## src/rtl/srcal_pkg.sv

```systemverilog
package srcal_pkg;

   typedef enum logic [3:0] {
      ST_IDLE,
      ST_OSC_SETTLE,
      ST_FRCK_ON,
      ST_LOAD_WIN,
      ST_METER_ON,
      ST_POLL,
      ST_METER_OFF,
      ST_FRCK_OFF,
      ST_DIV_RATIO,
      ST_DIV_SCALE,
      ST_WRITE,
      ST_OSC_OFF,
      ST_FINISH
   } srcal_state_e;

endpackage

```

## src/rtl/srcal_ustick.sv

```systemverilog
module srcal_ustick #(
   parameter int CLK_MHZ = 26,
   parameter int US_W    = 8
) (
   input  logic            clk,
   input  logic            rst_n,
   input  logic            clear_i,
   output logic            tick_o,
   output logic [US_W-1:0] elapsed_o
);
   localparam int CYC_W = (CLK_MHZ > 1) ? $clog2(CLK_MHZ) : 1;
   localparam logic [CYC_W-1:0] CYC_LAST = CYC_W'(CLK_MHZ - 1);
   localparam logic [US_W-1:0]  US_MAX   = '1;

   logic [CYC_W-1:0] cyc_q;

   generate
      if (CLK_MHZ < 1) begin : g_bad_clk
         $error("srcal_ustick: CLK_MHZ must be at least 1");
      end
   endgenerate

   assign tick_o = !clear_i && (cyc_q == CYC_LAST);

   always_ff @(posedge clk or negedge rst_n) begin
      if (!rst_n) begin
         cyc_q     <= '0;
         elapsed_o <= '0;
      end else if (clear_i) begin
         cyc_q     <= '0;
         elapsed_o <= '0;
      end else if (cyc_q == CYC_LAST) begin
         cyc_q <= '0;
         if (elapsed_o != US_MAX) elapsed_o <= elapsed_o + 1'b1;
      end else begin
         cyc_q <= cyc_q + 1'b1;
      end
   end
endmodule

```

## src/rtl/srcal_rdiv.sv

```systemverilog
module srcal_rdiv #(
   parameter int W = 28
) (
   input  logic         clk,
   input  logic         rst_n,
   input  logic         go_i,
   input  logic [W-1:0] dividend_i,
   input  logic [W-1:0] divisor_i,
   output logic         done_o,
   output logic [W-1:0] quot_o
);
   localparam int CW = $clog2(W + 1);

   logic [W:0]    rem_q;
   logic [W-1:0]  dsr_q;
   logic [CW-1:0] left_q;
   logic [W:0]    trial;

   generate
      if (W < 2) begin : g_bad_w
         $error("srcal_rdiv: W must be at least 2");
      end
   endgenerate

   assign trial = {rem_q[W-1:0], quot_o[W-1]};

   always_ff @(posedge clk or negedge rst_n) begin
      if (!rst_n) begin
         rem_q  <= '0;
         dsr_q  <= '0;
         quot_o <= '0;
         left_q <= '0;
         done_o <= 1'b0;
      end else begin
         done_o <= 1'b0;
         if (go_i) begin
            rem_q  <= '0;
            dsr_q  <= divisor_i;
            quot_o <= dividend_i;
            left_q <= CW'(W);
         end else if (left_q != '0) begin
            if (trial >= {1'b0, dsr_q}) begin
               rem_q  <= trial - {1'b0, dsr_q};
               quot_o <= {quot_o[W-2:0], 1'b1};
            end else begin
               rem_q  <= trial;
               quot_o <= {quot_o[W-2:0], 1'b0};
            end
            left_q <= left_q - 1'b1;
            if (left_q == CW'(1)) done_o <= 1'b1;
         end
      end
   end
endmodule

```

## src/rtl/srcal_seq.sv

```systemverilog
module srcal_seq
   import srcal_pkg::*;
#(
   parameter int CLK_MHZ      = 26,
   parameter int SETTLE_US    = 1,
   parameter int POLL_US      = 10,
   parameter int TIMEOUT_US   = 200,
   parameter int REF_W        = 8,
   parameter int COEF_W       = 8,
   parameter int CNT_W        = 24,
   parameter int CODE_W       = 3,
   parameter int METER_CYCLES = 1024,
   parameter int SCALE        = 1000,
   parameter int DEFAULT_CODE = 3,
   parameter bit SATURATE     = 1'b1
) (
   input  logic              clk,
   input  logic              rst_n,
   input  logic              start_i,
   input  logic [CODE_W-1:0] force_code_i,
   input  logic [REF_W-1:0]  ref_mhz_i,
   input  logic [COEF_W-1:0] coef_i,
   output logic              osc_en_o,
   output logic              frck_en_o,
   output logic              meter_en_o,
   output logic [CNT_W-1:0]  cycle_cnt_o,
   input  logic              meter_valid_i,
   input  logic [CNT_W-1:0]  meter_count_i,
   output logic [CODE_W-1:0] code_o,
   output logic              done_o
);
   localparam int WIN_W   = $clog2(METER_CYCLES + 1);
   localparam int DIV_W   = REF_W + COEF_W + WIN_W + 1;
   localparam int US_W    = $clog2(TIMEOUT_US + SETTLE_US + 2);
   localparam int PC_W    = $clog2(POLL_US + 1);
   localparam int HALF    = SCALE / 2;
   localparam int CODE_MX = (1 << CODE_W) - 1;

   generate
      if (CNT_W > DIV_W) begin : g_bad_cnt
         $error("srcal_seq: CNT_W must not exceed the divider width");
      end
      if (METER_CYCLES >= (1 << CNT_W) || METER_CYCLES < 1) begin : g_bad_win
         $error("srcal_seq: METER_CYCLES does not fit cycle_cnt_o");
      end
      if (DEFAULT_CODE > CODE_MX) begin : g_bad_def
         $error("srcal_seq: DEFAULT_CODE does not fit CODE_W");
      end
      if (POLL_US < 1 || TIMEOUT_US < POLL_US || SETTLE_US < 1) begin : g_bad_time
         $error("srcal_seq: timing parameters inconsistent");
      end
      if (SCALE < 2) begin : g_bad_scale
         $error("srcal_seq: SCALE must be at least 2");
      end
   endgenerate

   srcal_state_e      state_q;
   logic [REF_W-1:0]  ref_q;
   logic [COEF_W-1:0] coef_q;
   logic [CNT_W-1:0]  cap_q;
   logic [CODE_W-1:0] result_q;
   logic [PC_W-1:0]   poll_q;
   logic [DIV_W-1:0]  div_a_q;
   logic [DIV_W-1:0]  div_b_q;
   logic              div_go_q;
   logic              div_done;
   logic [DIV_W-1:0]  div_quot;
   logic              tmr_clr;
   logic              us_tick;
   logic [US_W-1:0]   us_elapsed;
   logic              poll_evt;
   logic              time_up;
   logic [DIV_W-1:0]  product;
   logic [CODE_W-1:0] code_fit;

   assign tmr_clr  = (state_q == ST_IDLE) || (state_q == ST_METER_ON);
   assign poll_evt = us_tick && (poll_q == PC_W'(POLL_US - 1));
   assign time_up  = (us_elapsed >= US_W'(TIMEOUT_US - 1));
   assign product  = DIV_W'(ref_q) * DIV_W'(coef_q) * DIV_W'(METER_CYCLES);

   generate
      if (SATURATE) begin : g_sat
         assign code_fit = (div_quot > DIV_W'(CODE_MX)) ? CODE_W'(CODE_MX)
                                                         : div_quot[CODE_W-1:0];
      end else begin : g_wrap
         assign code_fit = div_quot[CODE_W-1:0];
      end
   endgenerate

   srcal_ustick #(
      .CLK_MHZ (CLK_MHZ),
      .US_W    (US_W)
   ) u_tick (
      .clk       (clk),
      .rst_n     (rst_n),
      .clear_i   (tmr_clr),
      .tick_o    (us_tick),
      .elapsed_o (us_elapsed)
   );

   srcal_rdiv #(
      .W (DIV_W)
   ) u_div (
      .clk        (clk),
      .rst_n      (rst_n),
      .go_i       (div_go_q),
      .dividend_i (div_a_q),
      .divisor_i  (div_b_q),
      .done_o     (div_done),
      .quot_o     (div_quot)
   );

   always_ff @(posedge clk or negedge rst_n) begin
      if (!rst_n) begin
         state_q     <= ST_IDLE;
         ref_q       <= '0;
         coef_q      <= '0;
         cap_q       <= '0;
         result_q    <= '0;
         poll_q      <= '0;
         div_a_q     <= '0;
         div_b_q     <= '0;
         div_go_q    <= 1'b0;
         osc_en_o    <= 1'b0;
         frck_en_o   <= 1'b0;
         meter_en_o  <= 1'b0;
         cycle_cnt_o <= '0;
         code_o      <= '0;
         done_o      <= 1'b0;
      end else begin
         done_o   <= 1'b0;
         div_go_q <= 1'b0;
         unique case (state_q)
            ST_IDLE: begin
               if (start_i) begin
                  if (force_code_i != '0) begin
                     code_o  <= force_code_i;
                     state_q <= ST_FINISH;
                  end else begin
                     ref_q    <= ref_mhz_i;
                     coef_q   <= coef_i;
                     osc_en_o <= 1'b1;
                     state_q  <= ST_OSC_SETTLE;
                  end
               end
            end
            ST_OSC_SETTLE: begin
               if (us_elapsed >= US_W'(SETTLE_US)) state_q <= ST_FRCK_ON;
            end
            ST_FRCK_ON: begin
               frck_en_o <= 1'b1;
               state_q   <= ST_LOAD_WIN;
            end
            ST_LOAD_WIN: begin
               cycle_cnt_o <= CNT_W'(METER_CYCLES);
               state_q     <= ST_METER_ON;
            end
            ST_METER_ON: begin
               meter_en_o <= 1'b1;
               poll_q     <= '0;
               state_q    <= ST_POLL;
            end
            ST_POLL: begin
               if (us_tick) begin
                  poll_q <= poll_evt ? '0 : poll_q + 1'b1;
               end
               if (poll_evt && (meter_valid_i || time_up)) begin
                  cap_q   <= meter_count_i;
                  state_q <= ST_METER_OFF;
               end
            end
            ST_METER_OFF: begin
               meter_en_o <= 1'b0;
               state_q    <= ST_FRCK_OFF;
            end
            ST_FRCK_OFF: begin
               frck_en_o <= 1'b0;
               if (cap_q == '0) begin
                  result_q <= CODE_W'(DEFAULT_CODE);
                  state_q  <= ST_WRITE;
               end else begin
                  div_a_q  <= product;
                  div_b_q  <= DIV_W'(cap_q);
                  div_go_q <= 1'b1;
                  state_q  <= ST_DIV_RATIO;
               end
            end
            ST_DIV_RATIO: begin
               if (div_done) begin
                  div_a_q  <= div_quot + DIV_W'(HALF);
                  div_b_q  <= DIV_W'(SCALE);
                  div_go_q <= 1'b1;
                  state_q  <= ST_DIV_SCALE;
               end
            end
            ST_DIV_SCALE: begin
               if (div_done) begin
                  result_q <= code_fit;
                  state_q  <= ST_WRITE;
               end
            end
            ST_WRITE: begin
               code_o  <= result_q;
               state_q <= ST_OSC_OFF;
            end
            ST_OSC_OFF: begin
               osc_en_o <= 1'b0;
               state_q  <= ST_FINISH;
            end
            ST_FINISH: begin
               done_o  <= 1'b1;
               state_q <= ST_IDLE;
            end
            default: state_q <= ST_IDLE;
         endcase
      end
   end
endmodule

```

## config.mk

```make
export PLATFORM = sky130hd
export DESIGN_NAME = srcal_seq
export DESIGN_NICKNAME = d
export VERILOG_FILES = /design/src/rtl/srcal_pkg.sv /design/src/rtl/srcal_ustick.sv /design/src/rtl/srcal_rdiv.sv /design/src/rtl/srcal_seq.sv
export SDC_FILE = /design/constraint.sdc
export NUM_CORES = 1
export LEC_CHECK = 0
export BUFFER_PORTS_ARGS = -buffer_cell sky130_fd_sc_hd__buf_2
export CELL_PAD_IN_SITES_DETAIL_PLACEMENT = 0
export CELL_PAD_IN_SITES_GLOBAL_PLACEMENT = 1
export CORE_MARGIN = 1
export CORE_UTILIZATION = 35
export DETAILED_ROUTE_END_ITERATION = 12
export GPL_TIMING_DRIVEN = 0
export PLACE_DENSITY = 0.64
export SETUP_SLACK_MARGIN = 0.3
export SLEW_MARGIN = 40
export SYNTH_ARGS = -nofsm -noshare
export SYNTH_HDL_FRONTEND = slang
export SYNTH_HIERARCHICAL = 1
export SYNTH_SLANG_ARGS = --single-unit
```

## constraint.sdc

```tcl
create_clock -name clk -period 9.25 [get_ports clk]
set_input_delay 0.925 -clock clk [delete_from_list [all_inputs] [get_ports clk]]
set_output_delay 0.925 -clock clk [all_outputs]
set_load 0.05 [all_outputs]
```

-- Word level (Yosys, flattened, before mapping)
Cells that the tools add are included.
W data, S select, Z words.
- word-level logic and storage cells: 138
- input port bits: 47
- register bits: 219
- multiplexer cells: 49
- reductions and logical operators: 29
- $lt $le $gt $ge: 4
- add/subtract/negate cells: 6
- eq/ne operators: 26
- multipliers: 1
- bitwise logic cells: 1
- operator list (cell ; count):
    $mux W28 ; 9
    $pmux W28 S2 ; 2
    $pmux W4 S12 ; 1
    $mux W4 ; 8
    $ge A29 B28 Y1 ; 1
    $add A28 B9 Y28 const B ; 1
    $gt A28 B3 Y1 const B ; 1
    $sub A28 B28 Y28 ; 1
    $eq A4 B4 Y1 const B ; 6
    $logic_not A24 Y1 ; 1
    $mux W8 ; 3
    $mux W5 ; 4
    $reduce_bool A2 Y1 ; 10
    $eq A4 B3 Y1 const B ; 4
    $mul A8 B8 Y16 ; 1
    $mux W3 ; 5
    $reduce_and A3 Y1 ; 5
    $ne A2 B2 Y1 const B ; 7
    $pmux W3 S2 ; 2
    $mux W1 ; 9
    $add A8 B1 Y8 const B ; 1
    $eq A4 B2 Y1 const B ; 2
    $ge A8 B1 Y1 const B ; 1
    $ge A8 B8 Y1 const B ; 1
    other kinds (20) ; 30

-- Logic depth before layout (Yosys ltp)
Gate-level depths: netlist of run 1.
- depth after elaboration: 8
- depth in mapped cells: 17
- gate-level depth less buffers: 17

-- Cells and area by module
The synthesis of run 1 kept the hierarchy.
- by module, submodules not included (module ; cells an instance ; instances ; sequential area each (um^2) ; area an instance (um^2)):
    srcal_seq ; 784 ; 1 ; 2802.7 ; 7536.0
    srcal_rdiv ; 648 ; 1 ; 2252.2 ; 5721.7
    srcal_ustick ; 65 ; 1 ; 325.3 ; 693.2

-- Worst setup path before layout of run 1
No wires, ideal clock.
- path kind: register -> register
- start: register ref_q[1]
- end: register div_a_q[25]
- period minus slack after synthesis: 4.215 ns
- arrival: 4.086 ns
- stages on the path, launching flop included: 16
- slack: 5.035 ns
- data required time: 9.121 ns
- path through: dfrtp_1 > and2_1 > fa_1 > fa_1 > inv_1 > fa_1 > fa_1 > inv_1 > ha_1 > o21ai_0 > a21oi_1 > o21ai_1 > a21oi_1 > a41o_1 > a2111oi_2 > nor2_1
- cells in the longest elaborated chain, start to end: 3
- RTL lines (element ; RTL line ; source):
    start: declaration ; srcal_seq.sv:58 ; logic [REF_W-1:0] ref_q;
    start signal: assignment ; srcal_seq.sv:140 ; ref_q <= ref_mhz_i;
    $mul A8 B8 Y16 ; srcal_seq.sv:79 ; assign product = DIV_W'(ref_q) * DIV_W'(coef_q) * DIV_W'(METER_CYCLES);
    $mux W28 ; srcal_seq.sv:178 ; if (cap_q == '0) begin
    $pmux W28 S2 ; srcal_seq.sv:133 ; unique case (state_q)
    end signal: assignment ; srcal_seq.sv:182 ; div_a_q <= product;
    end signal: assignment ; srcal_seq.sv:190 ; div_a_q <= div_quot + DIV_W'(HALF);
    end: declaration ; srcal_seq.sv:63 ; logic [DIV_W-1:0] div_a_q;
Every way passes these cells. The select of a mux whose other input is x is not followed.
A chain may end at the register's enable or synchronous reset.

-- Worst setup path in the final report of run 1
- start: register ref_q[0]
- end: register div_a_q[25]
Same word-level chain as after synthesis.

==> results of run 1 <==
routing by layer:
layer / global-route usage, % / routed length, um / vias up / part of all wire (%)
li1: - / - / 5385 / -
met2: 30.1 / 17400 / 189 / 47
met4: 4.46 / 520 / 0 / 1.4
met3: 2.32 / 1410 / 29 / 3.8
met5: 0 / 0 / - / 0
met1: 25.4 / 17700 / 5402 / 48
power by group:
group	switching [mW]	internal, mW	total [mW]
logic	0.542	0.345	0.886
clock network	0.425	0.697	1.12
registers	0.112	1.01	1.12
critical path: cells and delay by family (launching register included):
| family | cells | cell delay [ns] |
|---|---|---|
| flops | 1 | 0.53 |
| compound gates | 6 | 1.29 |
| buf+inv | 3 | 0.15 |
| simple gates | 2 | 0.22 |
| fa+ha+maj | 5 | 2.44 |
per-stage QoR:
stage	total power [mW]	utilization [%]	std cells	hold WS, ns
6_report	3.13	41.0	2146	0.316
3_5_place_dp	2.04	38.6	2098	0.457
4_1_cts	3.18	41.0	2145	0.319
5_1_grt	3.33	41.0	2145	0.341
2_1_floorplan	1.77	-	1523	0.439
3_3_place_gp	2.02	38.4	2095	0.451
cell type report:
| cell class | count | area share, % |
|---|---|---|
| timing repair buffer | 57 | 2.27 |
| inverter | 103 | 2.42 |
| clock buffer | 35 | 4.59 |
| antenna | 1 | 0.0156 |
| buffer | 91 | 3.03 |
| multi-input combinational | 1114 | 48.7 |
| clock inverter | 12 | 1.31 |
| sequential | 215 | 33.6 |
| tap | 518 | 4.05 |
layout by cell type, fill, tap and decap left out, types with 8 or more instances in the layout:
master	Yosys	routed
clkbuf_1	40	44
o21a_1	8	8
a21o_1	13	13
clkbuf_16	0	26
o21ai_1	32	32
buf_2	15	68
nor4_1	20	20
o31ai_1	18	18
buf_4	26	26
a31oi_1	10	10
mux2i_1	32	32
nand2b_1	10	10
a21oi_1	53	53
a311oi_2	8	8
o21ai_0	109	109
or3_1	9	9
nor2b_1	9	9
a211oi_1	9	9
dfrtp_1	215	215
xnor2_1	31	31
xor2_1	26	26
conb_1	1	27
and2_1	57	57
nor3_1	48	48
nor4_2	9	9
mux2_2	39	39
nand4_1	10	10
ha_1	74	74
nand3_1	32	32
and3_1	12	12
nor2_1	82	82
fa_1	37	37
inv_1	101	101
nand2_1	202	202
registers in the layout, indices dropped and copies added (netlist names), 8 cells and up:
name and flops:
ref_q 8, div_a_q 28, u_tick/elapsed_o 8, u_div/quot_o 28, div_b_q 24, coef_q 8
u_div/dsr_q 28, cap_q 24, u_div/rem_q 28
cells by family (layout without fill, tap and decap cells):
| logic type | count (synthesis) | in the layout |
|---|---|---|
| AND/OR/NAND/NOR | 528 | 528 |
| XOR/XNOR | 57 | 57 |
| AO/OA/AOI/OAI | 314 | 314 |
| multiplexers | 77 | 77 |
| other | 1 | 28 |
| flip-flops | 215 | 215 |
| adder cells (fa/ha/maj) | 111 | 111 |
| buffers and inverters | 194 | 298 |
worst paths after layout:
kind | startpoint | to | slack [ns] | cells past startpoint
max in group asynchronous | rst_n | u_div/dsr_q[3] | 7.98 | 3
min reg2reg | div_b_q[7] | div_b_q[7] | 0.47 | 2
max | ref_q[0] | div_a_q[25] | 4.51 | 16
max reg2reg | ref_q[0] | div_a_q[25] | 4.51 | 16
min | rst_n | ref_q[2] | 0.32 | 1
min in group clk | div_b_q[7] | div_b_q[7] | 0.47 | 2
==> flow_metrics.py, run 1 <==
metrics = {
    "cts": {
        "cts_tree": "yes",
        "postCtsHoldBufs": 0,
        "clock-sinks": 215,
        "clock-root-buffer": "clkbuf_16",
        "clockBufferDepth": 3,
        "numCtsBuffers": 26,
        "clk_pin_slew_worst_paths_ns": 0.06,
        "cts_max_level": 1,
        "cts_resized": 0,
        "post_cts_buffers": 0,
        "clk_latency_ns": 0.56,
    },
    "floorplanning": {
        "fp.dieH_um": 202,
        "die-area_mm2": 0.0407,
        "io_pins": 78,
        "rows": 72,
        "fp.coreArea_mm2": 0.0390,
        "die_w_um": 202,
        "start_util_pct": 35.8,
    },
    "global_route": {
        "antenna_found_initial": 1,
        "grt.overflow.total": 0,
        "grt_max_degree": 60,
        "grt_pass1_wl_um": 60100,
        "grtUsageTotal_pct": 18.3,
        "grt_pass1_vias": 10990,
    },
    "drt": {
        "drc": 0,
        "drt-total-wl_um": 37100,
        "wl_per_cell_um": 17.3,
        "vias": 11005,
        "drtIter0Drc": 668,
        "antenna_left": 0,
        "first_pass_iters": 5,
        "viasPerCell": 5.13,
    },
    "place": {
        "place_congestion": 0.829,
        "post-place-ws_ns": 4.47,
        "placement.cell_area_mm2": 0.0151,
        "hpwl_um": 27800,
        "port-buffer-count": 54,
    },
    "finish": {
        "design_area_mm2": 0.0160,
        "nNetsFinal": 1766,
        "drive_above_1_share_pct": 14.0,
        "syn2layout_area_growth_pct": 14.7,
        "ff_latch_area_mm2": 0.00538,
        "fillerInstances": 3902,
        "multi_input_area_mm2": 0.00780,
    },
    "critical_path": {
        "crit_top_cell": "fa_1",
        "arrival_ns": 5.17,
        "worstSetupPathType": "reg -> reg",
        "required_ns": 9.68,
        "critPathLaunchType": "flip-flop",
        "cp_slowest_cell": "fa_1",
        "path_max_fanout": 9,
        "max_stage_delay_ns": 0.56,
        "path_cells": "nand2_1 -> fa_1 -> fa_1 -> inv_1 -> fa_1 -> inv_1 -> fa_1 -> inv_1 -> ha_1 -> o21ai_0 -> a21oi_1 -> o21ai_1 -> a21oi_1 -> a31oi_1 -> a2111oi_2 -> nor2_1",
        "end_kind": "flip-flop",
    },
    "synthesis": {
        "synthMuxAreaShare_pct": 5.93,
        "async_flop_share_pct": 100,
        "synth_simple_gate_area_share_pct": 19.0,
        "synth-seq-cells": 215,
        "synth_top_area_share_pct": 38.6,
        "synthCells": 1497,
        "synth_top_family_by_area": "simple AND/OR/NAND/NOR gates",
        "synth-adder-area-share_pct": 11.9,
        "ys_seq_area_share_pct": 38.6,
        "syn_area_mm2": 0.0140,
        "synth-compound-area-share_pct": 14.7,
        "synth.most_common_cell": "dfrtp_1",
        "synth_area_per_cell_um2": 9.32,
        "synth_top_cells_by_area": "dfrtp_1 39%, ha_1 6.6%, nand2_1 5.4%",
        "synth_edf_count": 0,
        "synth.cells.most_frequent": "215 x dfrtp_1, 202 x nand2_1, 109 x o21ai_0",
        "dominantRegCellSynth": "dfrtp_1",
        "yosys.area.top_type": "dfrtp_1",
        "synth_xor_area_share_pct": 3.58,
        "ys_warn_count": 6,
        "synth_cell_types": 87,
    },
    "job": {
        "max_cap_violations": 0,
    },
    "timing": {
        "fin_crit_sh_pct": 51.2,
        "rsz0062_at_grt": "false",
        "max-slew-margin-rel_pct": 41.9,
        "setup_viol": 0,
        "worst_clock_skew_ns": 0.0143,
        "max_freq_ghz": 0.211,
        "fin_crit_ns": 4.74,
        "tns_ns": 0,
        "tightestPinTransition_ns": 0.871,
        "drv_slew": 0,
        "hold_viol": 0,
        "layout_setup_ws_ns": 4.51,
    },
    "pwr": {
        "ir_drop_mv": 0.167,
        "power.density_mw_per_mm2": 196,
        "leakagePower_nw": 7.66,
    },
    "outcome": {
        "status": "finished clean",
    },
    "worst_hold_path": {
        "hp-class": "in -> async",
    },
}
(Power assumes the default switching activity.)
==> inputs of run 2 (changes only) <==
PLACE_DENSITY = 0.66   (was 0.64)
clock period = 3.84 ns   (was 9.25 ns; I/O delays follow)
==> run 2 against run 1 <==
The flow now finishes with violations (setup timing); setup slack got worse by 4.9 ns; count of clock-buffer cells in the layout up 3; clock skew increased by 0.00094 ns; worst hold slack worse by 0.23 ns; final cell count increased by 1.2%; core utilization up 0.99 points; combinational power rose to 3.0 times the previous value; clock power is 120% higher; global-route usage hardly changed; wire length about the same; die area unchanged.
==> flow_metrics.py, run 2 (synthesized netlist as in run 1, its figures left out) <==
metrics = {
    "pwr": {
        "power.density_mw_per_mm2": 476,
        "ir_drop_mv": 0.472,
        "leakagePower_nw": 7.75,
        "total_power_mw": 7.81,
    },
    "place": {
        "hpwl_um": 27400,
        "port-buffer-count": 54,
        "place_congestion": 0.808,
    },
    "critical_path": {
        "critPathLaunchType": "flip-flop",
        "end_kind": "flip-flop",
        "arrival_ns": 4.62,
        "worstSetupPathType": "reg -> reg",
        "required_ns": 4.25,
        "path_max_fanout": 6,
    },
    "global_route": {
        "antenna_found_initial": 1,
        "grt_max_degree": 67,
        "grtUsageTotal_pct": 18.3,
        "grt_pass1_vias": 11099,
        "grt.overflow.total": 0,
        "grt_pass1_wl_um": 60600,
    },
    "timing": {
        "drv_slew": 0,
        "tightestPinTransition_ns": 0.824,
        "setup_viol": 6,
        "fin_crit_sh_pct": 110,
        "fin_crit_ns": 4.21,
        "max-slew-margin-rel_pct": 45.0,
        "layout_setup_ws_ns": -0.370,
        "hold_viol": 0,
        "max_freq_ghz": 0.238,
        "worst_clock_skew_ns": 0.0152,
        "rsz0062_at_grt": "true",
    },
    "drt": {
        "vias": 10995,
        "drc": 0,
        "drt-total-wl_um": 37100,
        "viasPerCell": 5.06,
        "first_pass_iters": 5,
        "drtIter0Drc": 620,
        "antenna_left": 0,
        "wl_per_cell_um": 17.1,
    },
    "cts": {
        "numCtsBuffers": 25,
        "cts_tree": "yes",
        "cts_max_level": 1,
        "clockBufferDepth": 3,
        "clock-root-buffer": "clkbuf_16",
        "clock-sinks": 215,
        "clk_pin_slew_worst_paths_ns": 0.06,
        "clk_latency_ns": 0.53,
    },
    "finish": {
        "drive_above_1_share_pct": 18.7,
        "final_common_cell": "dfrtp_1",
        "nNetsFinal": 1792,
        "syn2layout_area_growth_pct": 17.5,
        "final_cell_mix": "202 x dfrtp_1, 201 x nand2_1, 107 x o21ai_0",
        "postLayoutCoreUtil_pct": 42.0,
        "fillerInstances": 3904,
    },
    "floorplanning": {
        "die-area_mm2": 0.0407,
        "fp.dieH_um": 202,
        "fp.coreArea_mm2": 0.0390,
        "rows": 72,
        "start_util_pct": 35.8,
        "io_pins": 78,
        "die_w_um": 202,
    },
    "worst_hold_path": {
        "hp-class": "in -> reg",
    },
    "outcome": {
        "status": "complete, but fails checks",
        "violations": "setup timing",
    },
    "job": {
        "max_cap_violations": 0,
    },
}
[run 2: cell count changes in the layout (fill, tap and decap cells not counted), sizes merged]
cell | previous run | this run
buf | 107 | 133
dlygate4sd3 | 0 | 1
clkbuf | 76 | 79
inv | 103 | 104
clkinv | 7 | 4
bufinv | 5 | 2
[run 2: cell type report]
| type | count | area [um2] | area share [%] |
|---|---|---|---|
| multi-input combinational | 1114 | 8030 | 49.0 |
| sequential | 215 | 5400 | 32.9 |
| buffer | 91 | 484 | 2.95 |
| tap | 518 | 648 | 3.95 |
| timing repair buffer | 84 | 599 | 3.66 |
| clock inverter | 7 | 100 | 0.611 |
| inverter | 103 | 387 | 2.36 |
| antenna | 1 | 2.50 | 0.0153 |
| clock buffer | 38 | 744 | 4.54 |
[run 2: metrics by stage]
step / hold slack, ns / setup WS [ns] / TNS (ns) / instances / instance area [um2]
after floorplan: 0.0884 / -0.161 / -0.291 / 1523 / 14100
after global placement: 0.454 / -1.66 / -352.98 / 2095 / 15000
after detailed placement: 0.315 / -0.649 / -2.73 / 2098 / 15100
after CTS: 0.0594 / -0.387 / -1.60 / 2167 / 16300
after global routing: 0.0691 / -0.559 / -2.96 / 2170 / 16400
final: 0.0832 / -0.370 / -1.75 / 2171 / 16400
[run 2: worst max-delay path, cell delays in order (launching register included)]
cell	delay [ns]
dfrtp_2	0.43
buf_6	0.14
and2_4	0.13
fa_1	0.54
fa_1	0.44
fa_1	0.50
inv_1	0.05
fa_1	0.49
inv_2	0.05
ha_4	0.28
a21o_1	0.17
nor2_1	0.06
a21o_1	0.21
buf_4	0.15
a21o_1	0.16
a311oi_2	0.21
o21ai_1	0.08
[run 2: worst paths after layout]
path / from / endpoint / slack, ns / cells past startpoint
hold reg to reg: div_b_q[8] / div_b_q[8] / 0.46 / 2
setup / recovery: coef_q[5] / div_a_q[24] / -0.37 / 16
hold / removal: meter_count_i[8] / cap_q[8] / 0.08 / 2
setup reg to reg: coef_q[5] / div_a_q[24] / -0.37 / 16
min in group asynchronous: rst_n / u_div/dsr_q[25] / 0.35 / 2
max in group asynchronous: rst_n / u_tick/cyc_q[4] / 2.49 / 4
[run 2: what timing repair did]
| item | 4_1_cts | 5_1_grt |
|---|---|---|
| pin swaps | 32 | 18 |
| hold buffers | 1 | 0 |
| endpoints found under the setup margin | 10 | 36 |
| endpoints found under the hold margin | 41 | 0 |
| gates resized for setup | 37 | 17 |
| setup buffers | 23 | 3 |
[run 2: where the power goes]
part           total (mW)  switching [mW]  internal, mW
Clock                2.45           0.976          1.47
Combinational        2.67            1.50          1.17
Sequential           2.69           0.243          2.45
Total                7.81            2.72          5.09
[run 2: per-layer routing]
metal	global-route usage [%]	share of wire [%]	up-vias
met5	0	0	-
met2	30.7	47	164
met1	25.7	49	5362
met3	1.70	3.1	34
li1	-	-	5435
met4	3.44	1.1	0
